--- src/rtl/dtu_pkg.sv ---
package dtu_pkg;

  localparam int BYTE_W = 8;

  typedef enum logic [1:0] {
    MODE_13     = 2'd0,
    MODE_16     = 2'd1,
    MODE_RELOAD = 2'd2,
    MODE_SPLIT  = 2'd3
  } tmode_e;

  typedef struct packed {
    logic   gate_opt;
    logic   ev_sel;
    tmode_e mode;
  } chan_cfg_t;

  typedef struct packed {
    logic [BYTE_W-1:0] lo;
    logic [BYTE_W-1:0] hi;
    logic              wrap;
  } step_t;

  localparam logic [2:0] A_CFG  = 3'd0;
  localparam logic [2:0] A_CTRL = 3'd1;
  localparam logic [2:0] A_LO0  = 3'd2;
  localparam logic [2:0] A_HI0  = 3'd3;
  localparam logic [2:0] A_LO1  = 3'd4;
  localparam logic [2:0] A_HI1  = 3'd5;

  // Control byte positions
  localparam int C_RUN0  = 4;
  localparam int C_FLAG0 = 5;
  localparam int C_RUN1  = 6;
  localparam int C_FLAG1 = 7;

  // One counting step for the main counter of a channel in a given mode.
  function automatic step_t step_count(tmode_e m, logic [BYTE_W-1:0] lo,
                                       logic [BYTE_W-1:0] hi);
    step_t r;
    logic [12:0] c13;
    logic [15:0] c16;
    r = '{lo: lo, hi: hi, wrap: 1'b0};
    c13 = '0;
    c16 = '0;
    case (m)
      MODE_13: begin
        c13    = {hi, lo[4:0]} + 13'd1;
        r.lo   = {lo[7:5], c13[4:0]};
        r.hi   = c13[12:5];
        r.wrap = &{hi, lo[4:0]};
      end
      MODE_16: begin
        c16    = {hi, lo} + 16'd1;
        r.lo   = c16[7:0];
        r.hi   = c16[15:8];
        r.wrap = &{hi, lo};
      end
      MODE_RELOAD: begin
        r.wrap = &lo;
        r.lo   = (&lo) ? hi : lo + 8'd1;
      end
      default: begin
        r.wrap = &lo;
        r.lo   = lo + 8'd1;
      end
    endcase
    return r;
  endfunction

endpackage

--- src/rtl/dtu_prescale.sv ---
module dtu_prescale #(
  parameter int DIV = 12
) (
  input  logic clk,
  input  logic rst_n,
  output logic tick
);
  localparam int CW = (DIV > 1) ? $clog2(DIV) : 1;
  localparam logic [CW-1:0] LAST = CW'(DIV - 1);

  logic [CW-1:0] cnt_q;

  always_ff @(posedge clk or negedge rst_n) begin
    if (!rst_n)            cnt_q <= '0;
    else if (cnt_q == LAST) cnt_q <= '0;
    else                   cnt_q <= cnt_q + CW'(1);
  end

  assign tick = (cnt_q == LAST);

  p_prescale_range_r3: assert property (@(posedge clk) disable iff (!rst_n)
    cnt_q <= LAST);
  p_tick_spacing_r3: assert property (@(posedge clk) disable iff (!rst_n)
    tick |=> !tick);
endmodule

--- src/rtl/dtu_fall_detect.sv ---
module dtu_fall_detect #(
  parameter int STAGES = 2
) (
  input  logic clk,
  input  logic rst_n,
  input  logic din,
  output logic fall
);
  logic [STAGES:0] sh_q;

  always_ff @(posedge clk or negedge rst_n) begin
    if (!rst_n) sh_q <= '1;
    else        sh_q <= {sh_q[STAGES-1:0], din};
  end

  // older sample high, newer sample low
  assign fall = sh_q[STAGES] & ~sh_q[STAGES-1];

  p_fall_single_r4: assert property (@(posedge clk) disable iff (!rst_n)
    fall |=> !fall);
endmodule

--- src/rtl/dtu_channel.sv ---
module dtu_channel
  import dtu_pkg::*;
#(
  parameter bit SPLIT_OK = 1'b0
) (
  input  logic              clk,
  input  logic              rst_n,
  input  tmode_e            mode,
  input  logic              step_lo,
  input  logic              step_hi,
  input  logic              wr_lo,
  input  logic              wr_hi,
  input  logic [BYTE_W-1:0] wdata,
  output logic [BYTE_W-1:0] lo,
  output logic [BYTE_W-1:0] hi,
  output logic              wrap_lo,
  output logic              wrap_hi
);
  logic [BYTE_W-1:0] lo_q, hi_q;
  step_t nxt;
  logic  split, hold, go_main, go_hi;

  generate
    if (SPLIT_OK) begin : g_split
      assign split = (mode == MODE_SPLIT);
      assign hold  = 1'b0;
      assign go_hi = split & step_hi & ~wr_hi;
    end else begin : g_nosplit
      assign split = 1'b0;
      assign hold  = (mode == MODE_SPLIT);
      assign go_hi = 1'b0;
    end
  endgenerate

  assign nxt     = step_count(mode, lo_q, hi_q);
  assign go_main = step_lo & ~hold & ~wr_lo & (split | ~wr_hi);

  always_ff @(posedge clk or negedge rst_n) begin
    if (!rst_n) begin
      lo_q <= '0;
      hi_q <= '0;
    end else begin
      if (wr_lo)        lo_q <= wdata;
      else if (go_main) lo_q <= nxt.lo;
      if (wr_hi)                   hi_q <= wdata;
      else if (go_hi)              hi_q <= hi_q + 8'd1;
      else if (go_main && !split)  hi_q <= nxt.hi;
    end
  end

  assign lo      = lo_q;
  assign hi      = hi_q;
  assign wrap_lo = go_main & nxt.wrap;
  assign wrap_hi = go_hi & (&hi_q);

  p_reload_r8: assert property (@(posedge clk) disable iff (!rst_n)
    (step_lo && !wr_lo && !wr_hi && mode == MODE_RELOAD && lo_q == 8'hFF)
      |=> (lo_q == $past(hi_q)));
  p_upper_kept_r6: assert property (@(posedge clk) disable iff (!rst_n)
    (mode == MODE_13 && !wr_lo) |=> (lo_q[7:5] == $past(lo_q[7:5])));
  p_hold_r5: assert property (@(posedge clk) disable iff (!rst_n)
    (!step_lo && !step_hi && !wr_lo && !wr_hi) |=> $stable({hi_q, lo_q}));
  p_write_wins_r11: assert property (@(posedge clk) disable iff (!rst_n)
    wr_lo |=> (lo_q == $past(wdata)));
  p_t1_split_hold_r9: assert property (@(posedge clk) disable iff (!rst_n)
    (!SPLIT_OK && mode == MODE_SPLIT && !wr_lo && !wr_hi) |=> $stable({hi_q, lo_q}));
endmodule

--- src/rtl/dual_timer_unit.sv ---
module dual_timer_unit
  import dtu_pkg::*;
#(
  parameter int PRESCALE    = 12,
  parameter int SYNC_STAGES = 2,
  parameter int NCH         = 2
) (
  input  logic        clk,
  input  logic        rst_n,
  input  logic        wr_en,
  input  logic [2:0]  wr_addr,
  input  logic [7:0]  wr_data,
  input  logic [2:0]  rd_addr,
  output logic [7:0]  rd_data,
  input  logic [1:0]  ev_in,
  input  logic [1:0]  gate_in,
  output logic [1:0]  irq
);
  logic [BYTE_W-1:0] cfg_q, ctrl_q;
  logic              tick;
  logic [NCH-1:0]    fall, run, adv, tr, tf;
  logic [NCH-1:0]    wrap_lo, wrap_hi, wr_lo, wr_hi;
  logic [BYTE_W-1:0] lo [NCH];
  logic [BYTE_W-1:0] hi [NCH];
  chan_cfg_t         cfg [NCH];
  logic              ctrl_wr, split0, set_tf0, set_tf1;

  dtu_prescale #(.DIV(PRESCALE)) u_pre (.clk(clk), .rst_n(rst_n), .tick(tick));

  assign tr = {ctrl_q[C_RUN1], ctrl_q[C_RUN0]};
  assign tf = {ctrl_q[C_FLAG1], ctrl_q[C_FLAG0]};

  generate
    for (genvar i = 0; i < NCH; i++) begin : g_ch
      dtu_fall_detect #(.STAGES(SYNC_STAGES)) u_edge (
        .clk(clk), .rst_n(rst_n), .din(ev_in[i]), .fall(fall[i]));
      assign cfg[i]   = chan_cfg_t'(cfg_q[4*i +: 4]);
      assign run[i]   = tr[i] & (~cfg[i].gate_opt | gate_in[i]);
      assign adv[i]   = run[i] & (cfg[i].ev_sel ? fall[i] : tick);
      assign wr_lo[i] = wr_en && (wr_addr == A_LO0 + 3'(2*i));
      assign wr_hi[i] = wr_en && (wr_addr == A_HI0 + 3'(2*i));
      dtu_channel #(.SPLIT_OK(i == 0)) u_chan (
        .clk(clk), .rst_n(rst_n), .mode(cfg[i].mode),
        .step_lo(adv[i]), .step_hi((i == 0) ? (tick & tr[1]) : 1'b0),
        .wr_lo(wr_lo[i]), .wr_hi(wr_hi[i]), .wdata(wr_data),
        .lo(lo[i]), .hi(hi[i]), .wrap_lo(wrap_lo[i]), .wrap_hi(wrap_hi[i]));
    end
  endgenerate

  assign ctrl_wr = wr_en && (wr_addr == A_CTRL);
  assign split0  = (cfg[0].mode == MODE_SPLIT);
  assign set_tf0 = wrap_lo[0];
  assign set_tf1 = split0 ? wrap_hi[0] : (wrap_lo[1] | wrap_hi[1]);

  always_ff @(posedge clk or negedge rst_n) begin
    if (!rst_n) begin
      cfg_q  <= '0;
      ctrl_q <= '0;
    end else begin
      if (wr_en && wr_addr == A_CFG) cfg_q <= wr_data;
      if (ctrl_wr) ctrl_q <= wr_data;
      else begin
        if (set_tf0) ctrl_q[C_FLAG0] <= 1'b1;
        if (set_tf1) ctrl_q[C_FLAG1] <= 1'b1;
      end
    end
  end

  always_comb begin
    case (rd_addr)
      A_CFG:   rd_data = cfg_q;
      A_CTRL:  rd_data = ctrl_q;
      A_LO0:   rd_data = lo[0];
      A_HI0:   rd_data = hi[0];
      A_LO1:   rd_data = lo[1];
      A_HI1:   rd_data = hi[1];
      default: rd_data = '0;
    endcase
  end

  assign irq = tf;

  p_flag_set_r10: assert property (@(posedge clk) disable iff (!rst_n)
    (set_tf0 && !ctrl_wr) |=> irq[0]);
  p_flag_sticky_r10: assert property (@(posedge clk) disable iff (!rst_n)
    (irq[1] && !ctrl_wr) |=> irq[1]);
  p_split_noflag_r9: assert property (@(posedge clk) disable iff (!rst_n)
    (split0 && !wrap_hi[0] && !ctrl_wr && !irq[1]) |=> !irq[1]);
  p_run_off_r5: assert property (@(posedge clk) disable iff (!rst_n)
    (!tr[0] && !split0 && !wr_lo[0] && !wr_hi[0]) |=> $stable({hi[0], lo[0]}));
endmodule

--- config.mk ---
export PLATFORM = sky130hd
export DESIGN_NAME = dual_timer_unit
export DESIGN_NICKNAME = d
export VERILOG_FILES = /design/src/rtl/dtu_pkg.sv /design/src/rtl/dtu_prescale.sv /design/src/rtl/dtu_fall_detect.sv /design/src/rtl/dtu_channel.sv /design/src/rtl/dual_timer_unit.sv
export SDC_FILE = /design/constraint.sdc
export NUM_CORES = 1
export LEC_CHECK = 0
export BUFFER_PORTS_ARGS = -buffer_cell sky130_fd_sc_hd__buf_2
export CORE_MARGIN = 1.5
export CORE_UTILIZATION = 65
export CTS_CLUSTER_DIAMETER = 60
export DETAILED_ROUTE_END_ITERATION = 8
export MAX_ROUTING_LAYER = met4
export PLACE_DENSITY = 0.95
export SYNTH_ARGS = -nofsm -noshare
export SYNTH_HDL_FRONTEND = slang
export SYNTH_SLANG_ARGS = --single-unit
--- constraint.sdc ---
create_clock -name clk -period 4 [get_ports clk]
set_clock_uncertainty 0.05 [all_clocks]
set_input_delay 0.2 -clock clk [delete_from_list [all_inputs] [get_ports clk]]
set_output_delay 0.2 -clock clk [all_outputs]
set_load 0.05 [all_outputs]
* Word-level counts from Yosys, hierarchy flattened
Index checks and enable logic that the tools add are counted.
Cells by class: $add $sub $neg 8, multiply operators 0, div/mod/pow operators 0, $lt $le $gt $ge 0, eq/ne operators 19, shifts and indexed selects 0, muxes and demuxes 26, bitwise operators 29, reductions and logical operators 31
Operators by type and width (number):
- two-way mux 8 bit | 11
- one-hot mux 8 bit (3 select lines) | 2
- one-hot mux 8 bit (6 select lines) | 1
- adder 16 x 1 -> 16 bit (second input constant) | 2
- one-hot mux 8 bit (2 select lines) | 2
- AND reduction 16 bit | 2
- adder 13 x 1 -> 13 bit (second input constant) | 2
- AND reduction 13 bit | 2
- adder 8 x 1 -> 8 bit (second input constant) | 3
- AND reduction 8 bit | 3
- AND 1 bit | 17
- == test 3 x 2 -> 1 bit (second input constant) | 4
- == test 3 bit (second input constant) | 4
- nonzero test 2 bit | 5
- inverter 1 bit | 9
- == test 2 bit (second input constant) | 4
- AND reduction 2 bit | 4
- logical AND 1 bit | 7
- two-way mux 1 bit | 7
- == test 3 x 1 -> 1 bit (second input constant) | 2
- logical NOT 3 bit | 2
- nonzero test 3 bit | 2
- adder 4 x 1 -> 4 bit (second input constant) | 1
- == test 2 x 1 -> 1 bit (second input constant) | 2
- other kinds (8) | 13
Storage, ports and cells: register bits 58, latch bits 0, bits in writable memories 0, bits in read-only memories 0, bits of input ports 21, memories kept 0

* Depth between registers and ports, before layout
Gate-level depths: netlist of the first run.
depth in word-level cells 11, mapped depth 8, mapped depth without buffers 7

* By module
A second synthesis of the first run with hierarchy kept.
Unflattened totals: cells, all modules 431, area, all modules 4186.5 µm²
By module, submodules not included:
- dtu_channel at g_ch[0].u_chan | instances 1, cells an instance 158, area each 1320.0 µm², seq. area each 400.4 µm²
- dtu_channel at g_ch[1].u_chan | instances 1, cells an instance 136, area each 1255.0 µm², seq. area each 400.4 µm²
- dual_timer_unit | instances 1, cells an instance 115, area each 1252.5 µm², seq. area each 400.4 µm²
- dtu_fall_detect | instances 2, cells an instance 4, area each 92.6 µm², seq. area each 78.8 µm²
- dtu_prescale | instances 1, cells an instance 14, area each 173.9 µm², seq. area each 100.1 µm²

* Worst setup path after synthesis of the first run
Ideal clock, no wire load.
path type input -> output, from in rd_addr[0], to out rd_data[2], data arrival time 1.911 ns, required time 3.750 ns, path slack 1.839 ns, cell stages on the path 3, path buffers 1, cells stage by stage clkbuf_1 > inv_1 > o31ai_1
Between the ends: word-level cells in the longest chain between the ends 2, elaborated cells on any way between the ends 7
Ends and longest elaborated chain:
- from (decl) | line dual_timer_unit.sv:13 | input logic [2:0] rd_addr,
- == test 3 bit (tied with other cells) | line dual_timer_unit.sv:70 | case (rd_addr)
- one-hot mux 8 bit (6 select lines) * | line dual_timer_unit.sv:70
- to (decl) | line dual_timer_unit.sv:14 | output logic [7:0] rd_data,
Mark *: on every way between the ends. The rest lies on a longest branch, timed or not.

* Worst setup path after layout of the first run
from reg u_pre.cnt_q[0], to reg g_ch[1].u_chan.lo_q[7]
Between the ends: word-level cells in the longest chain between the ends 8
Ends and longest elaborated chain:
- from (decl) | line dtu_prescale.sv:11 | logic [CW-1:0] cnt_q;
- from (signal assigned) | line dtu_prescale.sv:16 | else cnt_q <= cnt_q + CW'(1);
- == test 4 bit | line dtu_prescale.sv:19 | assign tick = (cnt_q == LAST);
- two-way mux 1 bit | line dual_timer_unit.sv:39 | assign adv[i] = run[i] & (cfg[i].ev_sel ? fall[i] : tick);
- AND 1 bit | line dual_timer_unit.sv:39
- AND 1 bit (3 in series) | line dtu_channel.sv:36 | assign go_main = step_lo & ~hold & ~wr_lo & (split | ~wr_hi);
- nonzero test 2 bit (no source line)
- AND reduction 2 bit (no source line)
- to (signal assigned) | line dtu_channel.sv:43 | if (wr_lo) lo_q <= wdata;
- to (signal assigned) | line dtu_channel.sv:44 | else if (go_main) lo_q <= nxt.lo;
- to (decl) | line dtu_channel.sv:19 | logic [BYTE_W-1:0] lo_q, hi_q;
Every way passes these cells. A chain may end at the register's enable or synchronous reset.

==> results_dict.tcl, run 1 <==
set metrics [dict create \
    cts_root_buffer "clkbuf_8" \
    synth.largest_area_cell "dfrtp_1" \
    ys_types 64 \
    rsz0062_at_grt "no" \
    core_area_sq_um 5510 \
    dp.cells 499 \
    hold_start "wr_data[7]" \
    start_kind "flip-flop" \
    ys_ff_latch 58 \
    hold_viol 0 \
    ys.flop_type "dfrtp_1" \
    synth_area_sq_um 3730 \
    postSynthCellCount 418 \
    post_drt_wl_per_cell_um 19.9 \
    ir_drop_uv 321 \
    worst-path-max-fanout 11 \
    grt_pass1_vias 3343 \
    end_kind "flip-flop" \
    clock_sinks 58 \
    die_w_um 78.7 \
    ys.warnings.count 0 \
    mappedNetlistNets 443 \
    critical_path_arrival_ns 2.72 \
    crit_start "u_pre.cnt_q[0]" \
    insertion_delay_ns 0.35 \
    ant_nets 0 \
    overflow 0 \
    initial_utilization_pct 67.7 \
    cts.reportedPaths.clkPinSlew_ns 0.07 \
    status "completed" \
    cts_max_level 3 \
    path_class "reg -> reg" \
    hp-class "in -> reg" \
    cts_tree "yes" \
    avgSynthCellArea_sq_um 8.92 \
    p_leak_nw 1.63 \
    fin_tns_setup_ns 0 \
    holdWs_ns 0.112 \
    r2r_start "u_pre.cnt_q[0]" \
    synth.most_common_cell "dfrtp_1" \
    fp-row-count 27 \
    viasPerCell 7.00 \
    drv_slew 0 \
    numCtsBuffers 9 \
    drc 0 \
    synth_common_cells "dfrtp_1, nor2_1, nand2_1" \
    grt_first_pass_wirelength_um 16600 \
    fin_util_pct 74.8 \
    synth_edf_count 0 \
    async_flop_share_pct 100 \
    grt_max_degree 59 \
    seq_area_frac_synth_pct 39.1 \
    dr.pass1.iters 5 \
    ioPinCount 31 \
    fmax_ghz 0.393 \
    layout-drive-gt1-share_pct 18.6 \
    dp_hpwl_um 7070 \
    io_buffers 30 \
    gp_congestion 0.970 \
    drv_cap 0 \
    tightest_slew_ns 0.946 \
    layoutNonFillerInstCount 518 \
    slew_headroom_pct 36.6 \
    wl_um 10300 \
    period_share_pct 63.5 \
    setup_viol 0 \
    antenna_found_initial 0 \
    die_h_um 78.7 \
    cts_setup_buffers 0 \
    die_area_sq_um 6200 \
    ys_top_cells_by_area "dfrtp_1, mux2_2, nor2_1" \
    antenna_cells 0 \
    vias 3626 \
    synth_top_area_share_pct 34.9 \
    areaGrowthSynthToFinish_pct 10.5 \
    crit_required_ns 4.17 \
    clockBufferDepth 2 \
    track_usage_pct 36.9 \
    power.density_nw_per_um2 543 \
    min_period_ns 2.54 \
    final_nets 466 \
    dr.first_iter.drc_count 390 \
]
## registers in the layout, summed over array words and instances, names as in the netlist
name,count
g_ch.u_chan.hi,16
cfg_q,8
g_ch.u_chan.lo,16
g_ch.u_edge.sh_q,6
u_pre.cnt_q,4
ctrl_q,8
## kinds of logic after synthesis
group	synth area share, %
and+or+nand+nor	20.9
AOI/OAI and AO/OA	23.4
xor gates and xnor gates	1.88
buffers and inverters	3.46
muxes	9.84
adders and majority gates	1.34
DFF	39.1
## through the flow
| step | cell area [sq um] | power [W] | setup WS [ns] |
|---|---|---|---|
| 2_1_floorplan | 3730 | 0.00143 | 1.84 |
| 3_3_place_gp | 3880 | 0.00161 | 1.66 |
| 3_5_place_dp | 3880 | 0.00164 | 1.53 |
| 4_1_cts | 4120 | 0.00221 | 1.50 |
| 5_1_grt | 4120 | 0.00234 | 1.24 |
| 6_report | 4120 | 0.00224 | 1.46 |
## layout by cell type (no fill, tap or decap), types with 4 or more instances in the layout
cell      instances
o21ai_0          25
dfrtp_1          52
ha_1              4
a221oi_1          4
o31ai_1           5
xor2_1            5
dfstp_2           6
nand4_1           4
mux2_2           15
nand3_1          17
clkbuf_8         11
nor2b_1           7
or4_1             4
o21ai_1           8
nor2_1           45
buf_2            30
a21oi_1          27
nor3_1            5
nand2b_1          8
o22ai_1           5
nand2_1          38
mux2i_1          13
a31oi_1          15
o211ai_1          7
a22oi_1           9
inv_1            10
## report_power, final
group / internal, W / switching (W) / total, W
sequential: 0.000740 / 0.000281 / 0.00102
clock: 0.000321 / 0.000248 / 0.000569
combinational: 0.000276 / 0.000370 / 0.000645
total: 0.00134 / 0.000900 / 0.00224
## worst max-delay path, stage by stage, from the launching register on
cell,delay (ns)
dfrtp_1,0.37
ha_1,0.20
and3b_1,0.34
mux2i_1,0.19
a2111o_1,0.59
or2_1,0.30
a2111oi_0,0.28
nor3_1,0.10
## path summary, 6_finish.rpt
kind                                     endpoint  slack [ns]  depth (start not counted)
min                          g_ch[0].u_chan.lo[7]        0.11                          3
min reg2reg                g_ch[0].u_edge.sh_q[1]        0.31                          0
max reg2reg                  g_ch[1].u_chan.lo[7]        1.46                          7
min in group asynchronous               ctrl_q[1]        0.47                          3
max in group asynchronous    g_ch[0].u_chan.hi[3]        2.94                          3
max                          g_ch[1].u_chan.lo[7]        1.46                          7
## layout make-up
class | count | area, sq um
Multi-Input combinational cell | 328 | 2140
Clock buffer | 12 | 155
Inverter | 10 | 37.5
Tap cell | 72 | 90.1
Timing Repair Buffer | 34 | 188
Clock inverter | 4 | 50.0
Fill cell | 385 | 1390
Sequential cell | 58 | 1460
## per-layer routing
layer | wire length (um) | part of all wire, % | vias up | GRT usage [%]
li1 | - | - | 1613 | -
met4 | 481 | 4.7 | 0 | 19.3
met2 | 4530 | 44 | 250 | 55.0
met5 | 0 | 0 | - | -
met3 | 1120 | 11 | 56 | 6.90
met1 | 4180 | 40 | 1707 | 48.1
## repair_timing
item / in CTS / in global routing
hold buffers: 3 / 0
gates resized for setup: 0 / 0
hold endpoints to repair: 54 / 0
Note: power is estimated with default switching activity, not from simulation.
==> run 2: changes to the inputs <==
CORE_UTILIZATION = 54   (was 65)
PLACE_DENSITY = 0.88   (was 0.95)
clock period = 2.2 ns   (was 4 ns; I/O delays follow)
==> run 2 against run 1 <==
  * Count of clock-buffer cells in the layout rose by 1
  * Critical path depth unchanged
  * Die area rose by 20%
  * Sequential cell count did not move
  * Maximum frequency rose by 16%
  * Clock power up 59%
  * Core utilization is 10 points lower
  * Design area grew 5.7%
  * Combinational power is 120% higher
  * Largest cell class unchanged
  * Largest power group unchanged
==> results_dict.tcl, run 2 (synthesis gave the netlist of run 1 again) <==
set metrics [dict create \
    p_leak_nw 1.77 \
    cts.reportedPaths.clkPinSlew_ns 0.07 \
    io_buffers 30 \
    holdWs_ns 0.0179 \
    track_usage_pct 32.0 \
    crit_top_cell "a21oi_2" \
    path_cells "ha_2 -> nand4_2 -> or2_4 -> mux2i_4 -> a21oi_2 -> or4b_1 -> a21oi_2" \
    numCtsBuffers 9 \
    dpl_cell_area_sq_um 4090 \
    finalInstanceArea_sq_um 4350 \
    hold_viol 0 \
    r2r_start "g_ch[0].u_chan.lo[1]" \
    post_drt_wl_per_cell_um 20.0 \
    path_class "reg -> reg" \
    gp_congestion 0.968 \
    min_delay_path_depth 3 \
    final_common_cell "dfrtp_1" \
    initial_utilization_pct 55.5 \
    ant_nets 0 \
    ir_drop_uv 468 \
    die_area_sq_um 7410 \
    use_met2_pct 47.7 \
    multi_input_area_sq_um 2180 \
    end_kind "flip-flop" \
    drc 0 \
    busiest_layer "met2" \
    r2r_end "g_ch[0].u_chan.hi[6]" \
    cp_slowest_cell "or4b_1" \
    rrSetupSlack_ns 0.02 \
    power.density_nw_per_um2 935 \
    antenna_cells 0 \
    use_met3_pct 8.85 \
    regArea_sq_um 1460 \
    worst-path-max-fanout 4 \
    hold_start "wr_data[5]" \
    hp-class "in -> reg" \
    fmax_ghz 0.458 \
    crit_required_ns 2.44 \
    cts_tree "yes" \
    holdPathEnd "g_ch[1].u_chan.lo[5]" \
    total_power_w 0.00407 \
    fin_ws_ns 0.0177 \
    grt_max_degree 59 \
    cts_max_level 3 \
    drv_cap 0 \
    rr_worst_depth 7 \
    min_period_ns 2.18 \
    cp_slowest_stage_delay_ns 0.56 \
    rsz0062_at_grt "yes" \
    drv_slew 0 \
    layout-drive-gt1-share_pct 25.4 \
    antenna_found_initial 0 \
    start_kind "flip-flop" \
    die_w_um 86.1 \
    cts_root_buffer "clkbuf_8" \
    setup_viol 0 \
    dr.pass1.iters 5 \
    viasPerCell 6.82 \
    critPathBufInv 0 \
    fin_util_pct 64.8 \
    final_nets 493 \
    fp-row-count 30 \
    status "completed" \
    vias 3771 \
    nFillCells 519 \
    ioPinCount 31 \
    wl_um 11100 \
    die_h_um 86.1 \
    grt_pass1_vias 3620 \
    slew_headroom_pct 50.9 \
    period_share_pct 99.2 \
    insertion_delay_ns 0.36 \
    clockBufferDepth 2 \
    dp_hpwl_um 7840 \
    cpLargestDelayFamily "simple AND/OR/NAND/NOR gates" \
    clock_sinks 58 \
    areaGrowthSynthToFinish_pct 16.8 \
    tightest_slew_ns 0.732 \
    core_area_sq_um 6720 \
    critical_path_arrival_ns 2.42 \
    grt_first_pass_wirelength_um 17700 \
    final_cell_mix "dfrtp_1, nor2_1, nand2_1" \
    dr.first_iter.drc_count 441 \
    overflow 0 \
    grt_util_met1_pct 40.9 \
    pre_cts_slack_ns 0.0108 \
]
==> run 2: report_power, final <==
group	total, W	internal (W)	leakage, nW	switching (W)
Sequential	0.00177	0.00135	0.699	0.000426
Clock	0.000904	0.000465	0.0932	0.000439
Combinational	0.00139	0.000601	0.981	0.000793
Total	0.00407	0.00241	1.77	0.00166
==> run 2: how the worst max path moves through the flow <==
stage	startpoint	end	cells after the start
2_1_floorplan	u_pre.cnt_q[0]	g_ch[1].u_chan.lo[2]	8
3_3_place_gp	u_pre.cnt_q[0]	g_ch[1].u_chan.hi[3]	7
3_5_place_dp	u_pre.cnt_q[0]	g_ch[1].u_chan.hi[5]	7
4_1_cts	u_pre.cnt_q[0]	g_ch[1].u_chan.hi[5]	7
5_1_grt	g_ch[0].u_chan.lo[1]	g_ch[0].u_chan.hi[6]	7
6_report	g_ch[0].u_chan.lo[1]	g_ch[0].u_chan.hi[6]	7
==> run 2: area by class of cell <==
cell class	count	area share [%]
clock buffer	13	3.65
clock inverter	3	0.345
inverter	10	0.862
multi-input combinational	328	50.0
sequential	58	33.5
tap	80	2.30
timing repair buffer	61	9.26
==> run 2: per-stage QoR <==
step | instances | TNS, ns
floorplan | 418 | 0
global placement | 531 | 0
detailed placement | 531 | 0
CTS | 550 | 0
global route | 553 | -0.245
finish | 553 | 0
==> run 2: repair_timing <==
action / 4_1_cts / 5_1_grt
hold buffers: 3 / 0
endpoints found under the hold margin: 60 / 0
setup endpoints to repair: 0 / 18
buffers inserted: 0 / 3
resized for setup: 0 / 14
==> run 2: layer usage <==
layer	routed length, um	up-vias
met5	0	-
met3	1160	27
met2	5140	251
met4	281	0
li1	-	1669
met1	4480	1824
==> run 2: worst reg2reg max path, cell delays in order (launching register included) <==
cell	delay (ns)
dfrtp_1	0.37
ha_2	0.23
nand4_2	0.13
or2_4	0.30
mux2i_4	0.21
a21oi_2	0.12
or4b_1	0.56
a21oi_2	0.14
